--- config.mk ---
export PLATFORM = sky130hd
export DESIGN_NAME = host_mem_port
export DESIGN_NICKNAME = d
export VERILOG_FILES = /design/src/rtl/hmp_pkg.sv /design/src/rtl/hmp_sync.sv /design/src/rtl/hmp_regs.sv /design/src/rtl/hmp_xfer.sv /design/src/rtl/host_mem_port.sv
export SDC_FILE = /design/constraint.sdc
export NUM_CORES = 1
export LEC_CHECK = 0
export CAP_MARGIN = 20
export CORE_MARGIN = 2
export CORE_UTILIZATION = 30
export CTS_CLUSTER_DIAMETER = 120
export DETAILED_ROUTE_END_ITERATION = 6
export HOLD_SLACK_MARGIN = 0.15
export PLACE_DENSITY = 0.58
export SLEW_MARGIN = 10
export SYNTH_ARGS = -nofsm -noshare
export SYNTH_HDL_FRONTEND = slang
export SYNTH_SLANG_ARGS = --single-unit
--- constraint.sdc ---
create_clock -name clk -period 5.3 [get_ports clk]
set_input_delay 1.06 -clock clk [delete_from_list [all_inputs] [get_ports clk]]
set_output_delay 1.06 -clock clk [all_outputs]
set_load 0.02 [all_outputs]
--- src/rtl/hmp_pkg.sv ---
package hmp_pkg;
  typedef enum logic [1:0] {XF_IDLE, XF_ACCESS, XF_FINISH} xf_state_t;
  localparam int STB_SEL  = 0;
  localparam int STB_ALAT = 1;
  localparam int STB_RD   = 2;
  localparam int STB_WR   = 3;
  localparam int STB_N    = 4;
endpackage

--- src/rtl/hmp_sync.sv ---
module hmp_sync #(
  parameter int N = 4
) (
  input  logic         clk,
  input  logic         rst_n,
  input  logic [N-1:0] async_i,
  output logic [N-1:0] lvl_o,
  output logic [N-1:0] rise_o,
  output logic [N-1:0] fall_o
);
  for (genvar g = 0; g < N; g++) begin : g_bit
    logic q1, q2;
    always_ff @(posedge clk or negedge rst_n) begin
      if (!rst_n) begin
        q1 <= 1'b0;
        q2 <= 1'b0;
      end else begin
        q1 <= async_i[g];
        q2 <= q1;
      end
    end
    assign lvl_o[g]  = q1;
    assign rise_o[g] = q1 & ~q2;
    assign fall_o[g] = ~q1 & q2;
  end
endmodule

--- src/rtl/hmp_regs.sv ---
module hmp_regs #(
  parameter int ADDR_W = 14,
  parameter int BUS_W  = 16,
  parameter int BANK_W = 4,
  parameter logic [ADDR_W-1:0] CTRL_ADDR = 'h3FE0,
  parameter logic [ADDR_W-1:0] OVL_ADDR  = 'h3FE7
) (
  input  logic              clk,
  input  logic              rst_n,
  input  logic [BUS_W-1:0]  bus_i,
  input  logic              sel_i,
  input  logic              alat_lvl_i,
  input  logic              commit_i,
  input  logic              step_i,
  input  logic              cpu_we_i,
  input  logic [ADDR_W-1:0] cpu_addr_i,
  input  logic [BUS_W-1:0]  cpu_wdata_i,
  output logic [ADDR_W-1:0] addr_o,
  output logic              is_dm_o,
  output logic [BANK_W-1:0] pm_bank_o,
  output logic [BANK_W-1:0] dm_bank_o,
  output logic              short_rd_o,
  output logic [BUS_W-1:0]  ovl_q_o,
  output logic              restart_o
);
  localparam int DEST_BIT  = ADDR_W;
  localparam int MODE_BIT  = BUS_W - 1;
  localparam int SHORT_BIT = BUS_W - 2;

  logic [BUS_W-1:0] hold;
  logic host_addr, host_ovl, cpu_ctrl, cpu_ovl;
  logic unused_wbit;

  always_ff @(posedge clk or negedge rst_n) begin
    if (!rst_n)                hold <= '0;
    else if (sel_i & alat_lvl_i) hold <= bus_i;
  end

  assign host_addr = commit_i & ~hold[MODE_BIT];
  assign host_ovl  = commit_i &  hold[MODE_BIT];
  assign cpu_ctrl  = cpu_we_i & (cpu_addr_i == CTRL_ADDR);
  assign cpu_ovl   = cpu_we_i & (cpu_addr_i == OVL_ADDR);
  assign restart_o = host_addr | cpu_ctrl;

  always_ff @(posedge clk or negedge rst_n) begin
    if (!rst_n) begin
      addr_o  <= '0;
      is_dm_o <= 1'b0;
    end else if (host_addr) begin
      addr_o  <= hold[ADDR_W-1:0];
      is_dm_o <= hold[DEST_BIT];
    end else if (cpu_ctrl) begin
      addr_o  <= cpu_wdata_i[ADDR_W-1:0];
      is_dm_o <= cpu_wdata_i[DEST_BIT];
    end else if (step_i) begin
      addr_o  <= addr_o + 1'b1;
    end
  end

  always_ff @(posedge clk or negedge rst_n) begin
    if (!rst_n) begin
      pm_bank_o  <= '0;
      dm_bank_o  <= '0;
      short_rd_o <= 1'b0;
    end else if (host_ovl) begin
      pm_bank_o <= hold[BANK_W-1:0];
      dm_bank_o <= hold[2*BANK_W-1:BANK_W];
    end else if (cpu_ovl) begin
      pm_bank_o  <= cpu_wdata_i[BANK_W-1:0];
      dm_bank_o  <= cpu_wdata_i[2*BANK_W-1:BANK_W];
      short_rd_o <= cpu_wdata_i[SHORT_BIT];
    end
  end

  always_comb begin
    ovl_q_o = '0;
    ovl_q_o[BANK_W-1:0]        = pm_bank_o;
    ovl_q_o[2*BANK_W-1:BANK_W] = dm_bank_o;
    ovl_q_o[SHORT_BIT]         = short_rd_o;
  end

  assign unused_wbit = cpu_wdata_i[MODE_BIT];
endmodule

--- src/rtl/hmp_xfer.sv ---
module hmp_xfer
  import hmp_pkg::*;
#(
  parameter int BUS_W = 16,
  parameter int PM_W  = 24
) (
  input  logic             clk,
  input  logic             rst_n,
  input  logic             rd_go_i,
  input  logic             wr_go_i,
  input  logic             restart_i,
  input  logic             is_dm_i,
  input  logic [BUS_W-1:0] bus_i,
  input  logic [PM_W-1:0]  mem_rdata_i,
  output logic             mem_req_o,
  output logic             mem_we_o,
  output logic [PM_W-1:0]  mem_wdata_o,
  output logic [BUS_W-1:0] dout_o,
  output logic             busy_o,
  output logic             step_o
);
  localparam int LO_W = PM_W - BUS_W;

  xf_state_t        st;
  logic             op_wr;
  logic             phase;
  logic [BUS_W-1:0] wdat;
  logic [BUS_W-1:0] pm_hi;
  logic [LO_W-1:0]  lo_byte;

  always_ff @(posedge clk or negedge rst_n) begin
    if (!rst_n) begin
      st      <= XF_IDLE;
      op_wr   <= 1'b0;
      phase   <= 1'b0;
      wdat    <= '0;
      pm_hi   <= '0;
      lo_byte <= '0;
      dout_o  <= '0;
    end else begin
      case (st)
        XF_IDLE: begin
          if (rd_go_i | wr_go_i) begin
            st    <= XF_ACCESS;
            op_wr <= wr_go_i;
            wdat  <= bus_i;
          end
        end
        XF_ACCESS: begin
          st <= XF_FINISH;
          if (op_wr & ~is_dm_i & ~phase) pm_hi <= wdat;
        end
        XF_FINISH: begin
          st <= XF_IDLE;
          if (!op_wr) begin
            if (is_dm_i) begin
              dout_o <= mem_rdata_i[BUS_W-1:0];
            end else if (!phase) begin
              dout_o  <= mem_rdata_i[PM_W-1:LO_W];
              lo_byte <= mem_rdata_i[LO_W-1:0];
            end else begin
              dout_o <= {{(BUS_W-LO_W){1'b0}}, lo_byte};
            end
          end
          phase <= is_dm_i ? 1'b0 : ~phase;
        end
        default: st <= XF_IDLE;
      endcase
      if (restart_i) phase <= 1'b0;
    end
  end

  assign mem_req_o   = (st == XF_ACCESS) & (is_dm_i | (op_wr ? phase : ~phase));
  assign mem_we_o    = mem_req_o & op_wr;
  assign mem_wdata_o = is_dm_i ? {{LO_W{1'b0}}, wdat} : {pm_hi, wdat[LO_W-1:0]};
  assign step_o      = (st == XF_FINISH) & (is_dm_i | phase);
  assign busy_o      = (st != XF_IDLE);
endmodule

--- src/rtl/host_mem_port.sv ---
module host_mem_port
  import hmp_pkg::*;
#(
  parameter int ADDR_W = 14,
  parameter int BUS_W  = 16,
  parameter int PM_W   = 24,
  parameter int BANK_W = 4,
  parameter logic [ADDR_W-1:0] CTRL_ADDR = 'h3FE0,
  parameter logic [ADDR_W-1:0] OVL_ADDR  = 'h3FE7
) (
  input  logic              clk,
  input  logic              rst_n,
  input  logic              h_sel,
  input  logic              h_alat,
  input  logic              h_rd,
  input  logic              h_wr,
  input  logic [BUS_W-1:0]  h_din,
  output logic [BUS_W-1:0]  h_dout,
  output logic              h_ack,
  input  logic              cpu_we,
  input  logic [ADDR_W-1:0] cpu_addr,
  input  logic [BUS_W-1:0]  cpu_wdata,
  output logic [BUS_W-1:0]  cpu_ovl_q,
  output logic              mem_req,
  output logic              mem_we,
  output logic              mem_dm,
  output logic [ADDR_W-1:0] mem_addr,
  output logic [PM_W-1:0]   mem_wdata,
  input  logic [PM_W-1:0]   mem_rdata,
  output logic [BANK_W-1:0] pm_bank,
  output logic [BANK_W-1:0] dm_bank,
  output logic              short_rd
);
  logic [STB_N-1:0] stb_raw, stb_lvl, stb_rise, stb_fall;
  logic [BUS_W-1:0] bus_s1;
  logic sel_lvl, rd_go, wr_go, commit, busy, step, restart;
  logic unused_sync;

  assign stb_raw = {h_wr, h_rd, h_alat, h_sel};

  hmp_sync #(.N(STB_N)) u_sync (
    .clk(clk), .rst_n(rst_n), .async_i(stb_raw),
    .lvl_o(stb_lvl), .rise_o(stb_rise), .fall_o(stb_fall)
  );

  always_ff @(posedge clk or negedge rst_n) begin
    if (!rst_n) bus_s1 <= '0;
    else        bus_s1 <= h_din;
  end

  assign sel_lvl = stb_lvl[STB_SEL];
  assign rd_go   = stb_rise[STB_RD] & sel_lvl & ~busy;
  assign wr_go   = stb_rise[STB_WR] & sel_lvl & ~busy;
  assign commit  = stb_fall[STB_ALAT] & sel_lvl;
  assign h_ack   = ~(busy | rd_go | wr_go);

  hmp_regs #(
    .ADDR_W(ADDR_W), .BUS_W(BUS_W), .BANK_W(BANK_W),
    .CTRL_ADDR(CTRL_ADDR), .OVL_ADDR(OVL_ADDR)
  ) u_regs (
    .clk(clk), .rst_n(rst_n), .bus_i(bus_s1), .sel_i(sel_lvl),
    .alat_lvl_i(stb_lvl[STB_ALAT]), .commit_i(commit), .step_i(step),
    .cpu_we_i(cpu_we), .cpu_addr_i(cpu_addr), .cpu_wdata_i(cpu_wdata),
    .addr_o(mem_addr), .is_dm_o(mem_dm), .pm_bank_o(pm_bank),
    .dm_bank_o(dm_bank), .short_rd_o(short_rd), .ovl_q_o(cpu_ovl_q),
    .restart_o(restart)
  );

  hmp_xfer #(.BUS_W(BUS_W), .PM_W(PM_W)) u_xfer (
    .clk(clk), .rst_n(rst_n), .rd_go_i(rd_go), .wr_go_i(wr_go),
    .restart_i(restart), .is_dm_i(mem_dm), .bus_i(bus_s1),
    .mem_rdata_i(mem_rdata), .mem_req_o(mem_req), .mem_we_o(mem_we),
    .mem_wdata_o(mem_wdata), .dout_o(h_dout), .busy_o(busy), .step_o(step)
  );

  assign unused_sync = ^{stb_lvl, stb_rise, stb_fall};
endmodule

==> results of run 1 <==
stage by stage:
stage	area, um^2	utilization	std cells	hold slack (ps)
floorplan	5490	-	477	355
global placement	7060	0.394	817	365
detailed placement	7060	0.394	817	373
CTS	7680	0.429	849	386
global route	7700	0.430	850	404
finish	7700	0.430	850	382
synth_stat cells, drive strengths merged (5+ instances only):
| library cell | count | area, um^2 |
|---|---|---|
| nor2 | 47 | 176 |
| o21ai | 29 | 145 |
| nand2 | 27 | 101 |
| xor2 | 6 | 52.6 |
| nand3 | 12 | 60.1 |
| clkbuf | 13 | 50.0 |
| mux2 | 65 | 732 |
| or3 | 7 | 48.8 |
| nor4 | 7 | 58.8 |
| nor3 | 5 | 25.0 |
| mux2i | 18 | 180 |
| nor2b | 11 | 68.8 |
| buf | 31 | 218 |
| dfrtp | 123 | 3080 |
| a21oi | 22 | 110 |
| a221oi | 7 | 61.3 |
flip-flops by register name (all words and copies together) (netlist names), 2 cells and up:
| register | count |
|---|---|
| u_regs.pm_bank_o | 4 |
| u_xfer.st | 2 |
| bus_s1 | 16 |
| u_xfer.lo_byte | 8 |
| u_regs.hold | 16 |
| u_sync.g_bit.q1 | 4 |
| u_xfer.dout_o | 16 |
| u_regs.dm_bank_o | 4 |
| u_xfer.pm_hi | 16 |
| u_xfer.wdat | 16 |
| u_regs.addr_o | 14 |
| u_sync.g_bit.q2 | 3 |
area by class of cell:
cell class                 count  area share
sequential                   123       0.399
multi-input combinational    306       0.278
timing repair buffer         156       0.203
clock buffer                  19      0.0588
tap                          229      0.0372
clock inverter                13      0.0216
inverter                       4     0.00195
cell families (layout without fill, tap and decap cells):
| group | count (synthesis) | count (layout) | share of synthesized area |
|---|---|---|---|
| simple gates | 137 | 137 | 0.128 |
| flops | 123 | 123 | 0.563 |
| mux | 83 | 83 | 0.167 |
| compound gates | 68 | 68 | 0.0725 |
| buf+inv | 48 | 192 | 0.0517 |
| xor+xnor | 10 | 10 | 0.0160 |
| fa+ha+maj | 1 | 1 | 0.00229 |
| other cells | 1 | 7 | 0.000685 |
worst paths after layout:
check | start | end | slack, ps | cells past startpoint
max | u_xfer.phase | mem_we | 1660 | 3
min | u_sync.g_bit[3].q1 | u_sync.g_bit[3].q2 | 380 | 0
max reg2reg | u_xfer.phase | u_regs.addr_o[2] | 2590 | 5
min reg2reg | u_sync.g_bit[3].q1 | u_sync.g_bit[3].q2 | 380 | 0
max in group asynchronous | rst_n | u_xfer.dout_o[8] | 3550 | 3
min in group asynchronous | rst_n | u_regs.addr_o[11] | 520 | 1
metal layers:
layer  part of all wire  track usage  up-vias
li1                   -            -     1908
met1               0.45        0.204     2036
met4              0.017       0.0542        0
met3              0.055       0.0439       20
met2               0.48        0.249      156
met5                  0            0        -
power by group:
group / switching (mW) / internal, mW / total [mW]
Clock: 0.431 / 0.767 / 1.20
Combinational: 0.592 / 0.641 / 1.23
Sequential: 0.224 / 1.20 / 1.43
Total: 1.25 / 2.61 / 3.86
worst max-delay path, stage by stage, from the launching register on:
cell and delay [ps]:
dfrtp_1 620, nor2_1 840, nor2_1 110, clkdlybuf4s50_1 600
==> metrics.txt, run 1 <==
status complete, no violations; worst setup margin 1660 ps; Die X 139 um; drt drc 0; Cells after Synth 471; final wirelength 14800 um; Clk pin slew, worst setup/hold paths 60 ps; Max Cap Violations 0; clock buffer depth 2; Relative slew margins 0.359; f_max 0.275 GHz; root buffer cell clkbuf_16; setup TNS 0 ps; Worst-Skew Late Latency 410 ps; layout cell share with drive strength beyond 1 0.177; grt ovf 0; Max Slew Vio Count 0; RSZ-0062 raised after global routing false; TritonCTS Buffers 17; first-pass GRT wire length 23600 um; drt first-iter violations 231; Data arrival, critical path 2580 ps; Fill cells 1671; crit path time final 3640 ps; gr usage total 0.156; antenna violations before repair 0; most frequent cells in the layout clkdlybuf4s50_1 (150), dfrtp_1 (123), mux2_2 (65), nor2_1 (47), o21ai_0 (28); Clock Sinks 123; worst-margin pin slew 958 ps; final setup fails 0; Pleak 3.21 nW; Ports 160; Ant. Diodes 0; CP Class reg -> out; DRT Pass-1 Iters 4; Power Density 501 nW/um^2; nets 686; largest net degree at the start of global routing 83; via count 4120; Max rail drop VDD 0.275 mV; Starting Density 0.306; clk_skew 11.8 ps; DR WL/cell 17.4 um; row cnt 49; area of the multi-input gates 2140 um^2; Cell variety after synth 49; Crit path required time 4240 ps; total design power 3.86 mW; vias in the first global route 4342; CTS tree done; dpl hpwl 10700 um; FFs w/ async S/R, synth 1.00; fin crit share 0.686; Routed Antenna Nets 0; CP Launch Type flop; Post-synth EDFFs 0; commonest non-fill, non-tap cell in the layout clkdlybuf4s50_1; critical path fanouts, max 14; PortBufs 151; average size of a mapped cell 11.6 um^2; flops & latches, synth 123; GP Congestion 0.822; post-synthesis sequential area ratio 0.563; Hold-fix buffers, CTS 0; hold violation total from the final report 0; cts repair resizes 0; core area 17900 um^2; post-CTS setup buffer count 0; H-tree level count 4; HP Class reg -> reg; Yosys Warn Count 0; worst slack, placed 1820 ps; cell area after synthesis 5470 um^2; crit end category output pin; die height 139 um; sequential cell area 3080 um^2; Synth-to-Final Area Change 40.8%; DIE AREA 19300 um^2; Main synth FF type dfrtp_1; Vias per Instance 4.85
Power figures use the tool's default switching activity.
==> run 2: changes to the inputs <==
clock period = 3.6 ns   (was 5.3 ns; I/O delays follow)
==> run 2 against run 1 <==
Net effect:
- sequential share of layout area rose by 0.085 points
- total power rose by 46%
- hold slack got worse by 64 ps
- global-route usage rose by 0.15 points
- clock-buffer cell count rose by 2
- die area did not move
- highest routed layer unchanged
- via count fell by 0.90%
- largest cell class unchanged
- critical path type unchanged
- combinational power rose by 45%
- non-clock buffer count rose by 2
- register-to-register slack got worse by 1600 ps
==> metrics.txt, run 2 (synthesis results as in run 1) <==
slowest CP cell dfrtp_1; total design power 5.62 mW (+46%); GP Congestion 0.834 (+1.5%); hold_ws 317 ps (-64.4 ps); fin crit share 0.854; first-pass GRT wire length 23600 um (about the same); CTS tree done; max incr delay on CP 970 ps (+130 ps); core area 17900 um^2 (unchanged); Clk pin slew, worst setup/hold paths 60 ps (about the same); clock power share 0.305 (-0.006); grt ovf 0 (unchanged); commonest non-fill, non-tap cell in the layout clkdlybuf4s50_1; Data arrival, critical path 2360 ps (-220 ps); met2 Usage GRT 0.248 (-0.000519); layout cell share with drive strength beyond 1 0.175 (-0.00217); largest net degree at the start of global routing 53 (-36%); Power Internal 3.82 mW (+46%); sequential power share 0.378 (+0.008); most frequent cells in the layout clkdlybuf4s50_1 (150), dfrtp_1 (123), mux2_2 (65), nor2_1 (47), o21ai_0 (28); Power Density 731 nW/um^2 (+46%); hold violation total from the final report 0 (unchanged); CP Class reg -> out; die height 139 um (unchanged); placed instance area 7090 um^2 (+0.50%); root buffer cell clkbuf_16; Pleak 3.20 nW (-0.21%); post-CTS setup buffer count 0 (unchanged); PortBufs 151 (unchanged); critical path fanouts, max 22 (+8); Routed Antenna Nets 0 (unchanged); R2R depth 6 (+1); Vias per Instance 4.79 (-1.1%); Max Slew Vio Count 0 (unchanged); cts repair resizes 0 (unchanged); Ports 160 (unchanged); Worst-Skew Late Latency 410 ps (about the same); vias in the first global route 4249 (-2.1%); Synth-to-Final Area Change 40.5%; row cnt 49 (unchanged); crit end category output pin; Relative slew margins 0.344 (-0.0145); setup TNS 0 ps (unchanged); DIE AREA 19300 um^2 (unchanged); met3 Use GR 0.0425 (-0.00138); routing usage on met1 0.209 (+0.00557); CP Launch Type flop; status complete, no violations; drt first-iter violations 159 (-31%); final wirelength 14800 um (about the same); cell area after layout 7690 um^2 (-0.21%); dpl hpwl 10800 um (+0.51%); crit path time final 3080 ps; antenna violations before repair 0 (unchanged); gr usage total 0.157 (+0.00150); final setup fails 0 (unchanged); worst path cell trace mux2_2 > clkdlybuf4s50_1; WP buf/inv 1 (unchanged); Clock Sinks 123 (unchanged); Crit path required time 2880 ps (-1360 ps); RSZ-0062 raised after global routing false; f_max 0.325 GHz; DR WL/cell 17.3 um (-0.21%); Combinational Power Share 0.317 (-0.002); nets 688 (+0.29%); via count 4083 (-0.90%); CP Depth 2 (-1); crit-path leading delay family flip-flops; Ant. Diodes 0 (unchanged); Max Cap Violations 0 (unchanged); busiest grt layer met2; clk_skew 5.69 ps (-6.15 ps); HP Class in -> async; Psw 1.80 mW (+44%); worst-margin pin slew 981 ps (+22.6 ps); Starting Density 0.306 (unchanged); TritonCTS Buffers 17 (unchanged); Non-Filler Instances 852 (+0.24%); drt drc 0 (unchanged); Hold-fix buffers, CTS 0 (unchanged); H-tree level count 4 (unchanged); Max rail drop VDD 0.514 mV (+87%); placed cell count 820 (+0.37%); switching share of power 0.320 (-0.00300); Die X 139 um (unchanged); DRT Pass-1 Iters 5 (+1); clock buffer depth 2 (unchanged)
-- run 2: changes by cell type in the layout (fill, tap and decap cells not counted), sizes merged --
| cell | before | now |
|---|---|---|
| buf | 6 | 8 |
| clkbuf | 19 | 21 |
| inv | 6 | 4 |
-- run 2: path summary, 6_finish.rpt --
path | from | endpoint | slack [ps]
worst max-delay path | u_regs.is_dm_o | mem_wdata[13] | 520
worst min-delay path | rst_n | u_regs.addr_o[5] | 320
min in group clk | u_sync.g_bit[2].q1 | u_sync.g_bit[2].q2 | 380
max in group asynchronous | rst_n | u_regs.addr_o[8] | 2430
worst min register to register | u_sync.g_bit[2].q1 | u_sync.g_bit[2].q2 | 380
worst max register to register | u_regs.is_dm_o | u_regs.addr_o[10] | 1010
-- run 2: stage by stage --
| stage | worst slack, ps | util |
|---|---|---|
| 6_report | 524 | 0.429 |
| 4_1_cts | 511 | 0.429 |
| 3_3_place_gp | 721 | 0.396 |
| 2_1_floorplan | 1370 | - |
| 5_1_grt | 409 | 0.429 |
| 3_5_place_dp | 655 | 0.396 |
-- run 2: area by class of cell --
type	instances	area, um^2
clock buffer	21	450
clock inverter	11	145
fill	1667	10200
inverter	4	15.0
multi-input combinational	306	2140
sequential	123	3080
tap	229	287
timing repair buffer	158	1570
-- run 2: power groups by stage --
stage / combinational [mW] / clock (mW) / sequential [mW]
2_1_floorplan: 0.863 / 0 / 2.24
5_1_grt: 1.92 / 1.82 / 2.18
4_1_cts: 1.81 / 1.76 / 2.13
3_5_place_dp: 1.80 / 0 / 2.15
6_report: 1.78 / 1.71 / 2.12
3_3_place_gp: 1.78 / 0 / 2.13
-- run 2: worst register-to-register path, cell delays in order (launching register included) --
cell and delay [ps]:
dfrtp_1 970, nor2_1 150, buf_4 230, or4_4 570
or3_1 310, and3_1 180, o21ai_1 110
-- run 2: layer usage --
layer,share of wire,wire length (um)
met1,0.46,6740
met2,0.48,7100
met3,0.050,738
met4,0.014,206
met5,0,0
==> run 3: changes to the inputs <==
clock period = 3.7 ns   (was 3.6 ns; I/O delays follow)
==> run 3 against run 2 <==
Net effect:
- via count is 0.27% lower
- first-iteration DRC count grew 60%
- hold slack got worse by 39 ps
- highest routed layer unchanged
- wire length down 1.6%
- largest power group unchanged
- sequential power decreased by 4%
- critical path depth up 1
==> metrics.txt, run 3 (synthesis results as in run 1) <==
Max rail drop VDD 0.349 mV (-32%); nets 685 (-0.44%); placed instance area 7070 um^2 (-0.32%); PortBufs 151 (unchanged); most frequent cells in the layout clkdlybuf4s50_1 (150), dfrtp_1 (123), mux2_2 (65), nor2_1 (47), o21ai_0 (28); grt ovf 0 (unchanged); post-CTS setup buffer count 0 (unchanged); cell area after layout 7660 um^2 (-0.34%); hold violation total from the final report 0 (unchanged); core area 17900 um^2 (unchanged); dpl hpwl 10600 um (-1.4%); CP Class reg -> out; CTS tree done; Synth-to-Final Area Change 40.0%; Data arrival, critical path 2600 ps (+240 ps); GP Congestion 0.807 (-3.2%); commonest non-fill, non-tap cell in the layout clkdlybuf4s50_1; Power Density 712 nW/um^2 (-2.6%); antenna violations before repair 0 (unchanged); DRT Pass-1 Iters 4 (-1); drt first-iter violations 254 (+60%); Die X 139 um (unchanged); Relative slew margins 0.330 (-0.0138); Max Cap Violations 0 (unchanged); FF-to-FF Start u_xfer.phase; met3 Use GR 0.0439 (+0.00138); drt drc 0 (unchanged); root buffer cell clkbuf_16; gr usage total 0.153 (-0.00367); largest net degree at the start of global routing 94 (+77%); busiest grt layer met2; CP Launch Type flop; DR WL/cell 17.2 um (-1.1%); Clock Sinks 123 (unchanged); Crit path required time 2960 ps (+80 ps); Vias per Instance 4.80 (+0.20%); vias in the first global route 4201 (-1.1%); clk_skew 9.35 ps (+3.67 ps); critical path fanouts, max 14 (-36%); row cnt 49 (unchanged); DIE AREA 19300 um^2 (unchanged); HP Class in -> async; Routed Antenna Nets 0 (unchanged); Pleak 3.19 nW (-0.47%); Ant. Diodes 0 (unchanged); RR Endpoint u_regs.addr_o[2]; H-tree level count 4 (unchanged); crit end category output pin; die height 139 um (unchanged); met2 Usage GRT 0.245 (-0.00311); layout cell share with drive strength beyond 1 0.171 (-0.00372); worst-margin pin slew 1000 ps (+19.8 ps); final wirelength 14500 um (-1.6%); reg-to-reg slack, setup 970 ps (-40 ps); status complete, no violations; RSZ-0062 raised after global routing false; Ports 160 (unchanged); TritonCTS Buffers 17 (unchanged); clock buffer depth 2 (unchanged); final setup fails 0 (unchanged); Hold-fix buffers, CTS 0 (unchanged); f_max 0.300 GHz; Clk pin slew, worst setup/hold paths 50 ps (about the same); worst slack, placed 554 ps (-101 ps); fin crit share 0.902; Worst-Skew Late Latency 410 ps (about the same); R2R depth 5 (-1); cts repair resizes 0 (unchanged); Max Slew Vio Count 0 (unchanged); first-pass GRT wire length 23200 um (-1.9%); crit path time final 3340 ps; worst setup margin 362 ps (-162 ps); routing usage on met1 0.206 (-0.00323); via count 4072 (-0.27%); setup TNS 0 ps (unchanged); Starting Density 0.306 (unchanged)
-- run 3: cell types whose count changed in the layout (fill, tap and decap cells not counted), sizes merged --
cell	delta
buf	-3
inv	+1
clkbuf	-1
clkinv	-1
-- run 3: worst max-delay path, stage by stage (launching register included) --
cell	delay, ps
dfrtp_1	620
nor2_1	870
nor2_1	110
clkdlybuf4s50_1	600
-- run 3: layout make-up --
cell class	instances	area, um^2
repair buffers	155	1550
fillers	1679	10200
flip-flops and latches	123	3080
well taps	229	287
clock inverters	11	145
multi-input cells	306	2140
clock buffers	20	447
inverters	4	15.0
-- run 3: routing by layer --
layer,up-vias,share of wire
li1,1901,-
met3,12,0.060
met4,0,0.0086
met5,-,0
met2,132,0.48
met1,2027,0.45
-- run 3: how the worst max path moves through the flow --
stage	from	endpoint	slack (ps)
2_1_floorplan	cpu_addr[1]	u_regs.addr_o[3]	1450
4_1_cts	u_xfer.phase	mem_we	320
3_3_place_gp	cpu_addr[4]	u_regs.addr_o[4]	620
6_report	u_xfer.phase	mem_we	360
3_5_place_dp	cpu_addr[4]	u_regs.addr_o[4]	550
5_1_grt	u_xfer.phase	mem_we	190
-- run 3: stage by stage --
stage / hold slack, ps / total power [mW] / util / instances
2_1_floorplan: 355 / 3.01 / - / 477
3_3_place_gp: 366 / 3.80 / 0.395 / 817
3_5_place_dp: 371 / 3.84 / 0.395 / 817
4_1_cts: 279 / 5.53 / 0.428 / 848
5_1_grt: 296 / 5.76 / 0.428 / 848
6_report: 278 / 5.45 / 0.428 / 848
-- run 3: where the power goes --
group	switching, mW	internal (mW)	total, mW
clock network	0.587	1.07	1.66
registers	0.318	1.72	2.04
logic	0.838	0.916	1.75
total	1.74	3.71	5.45
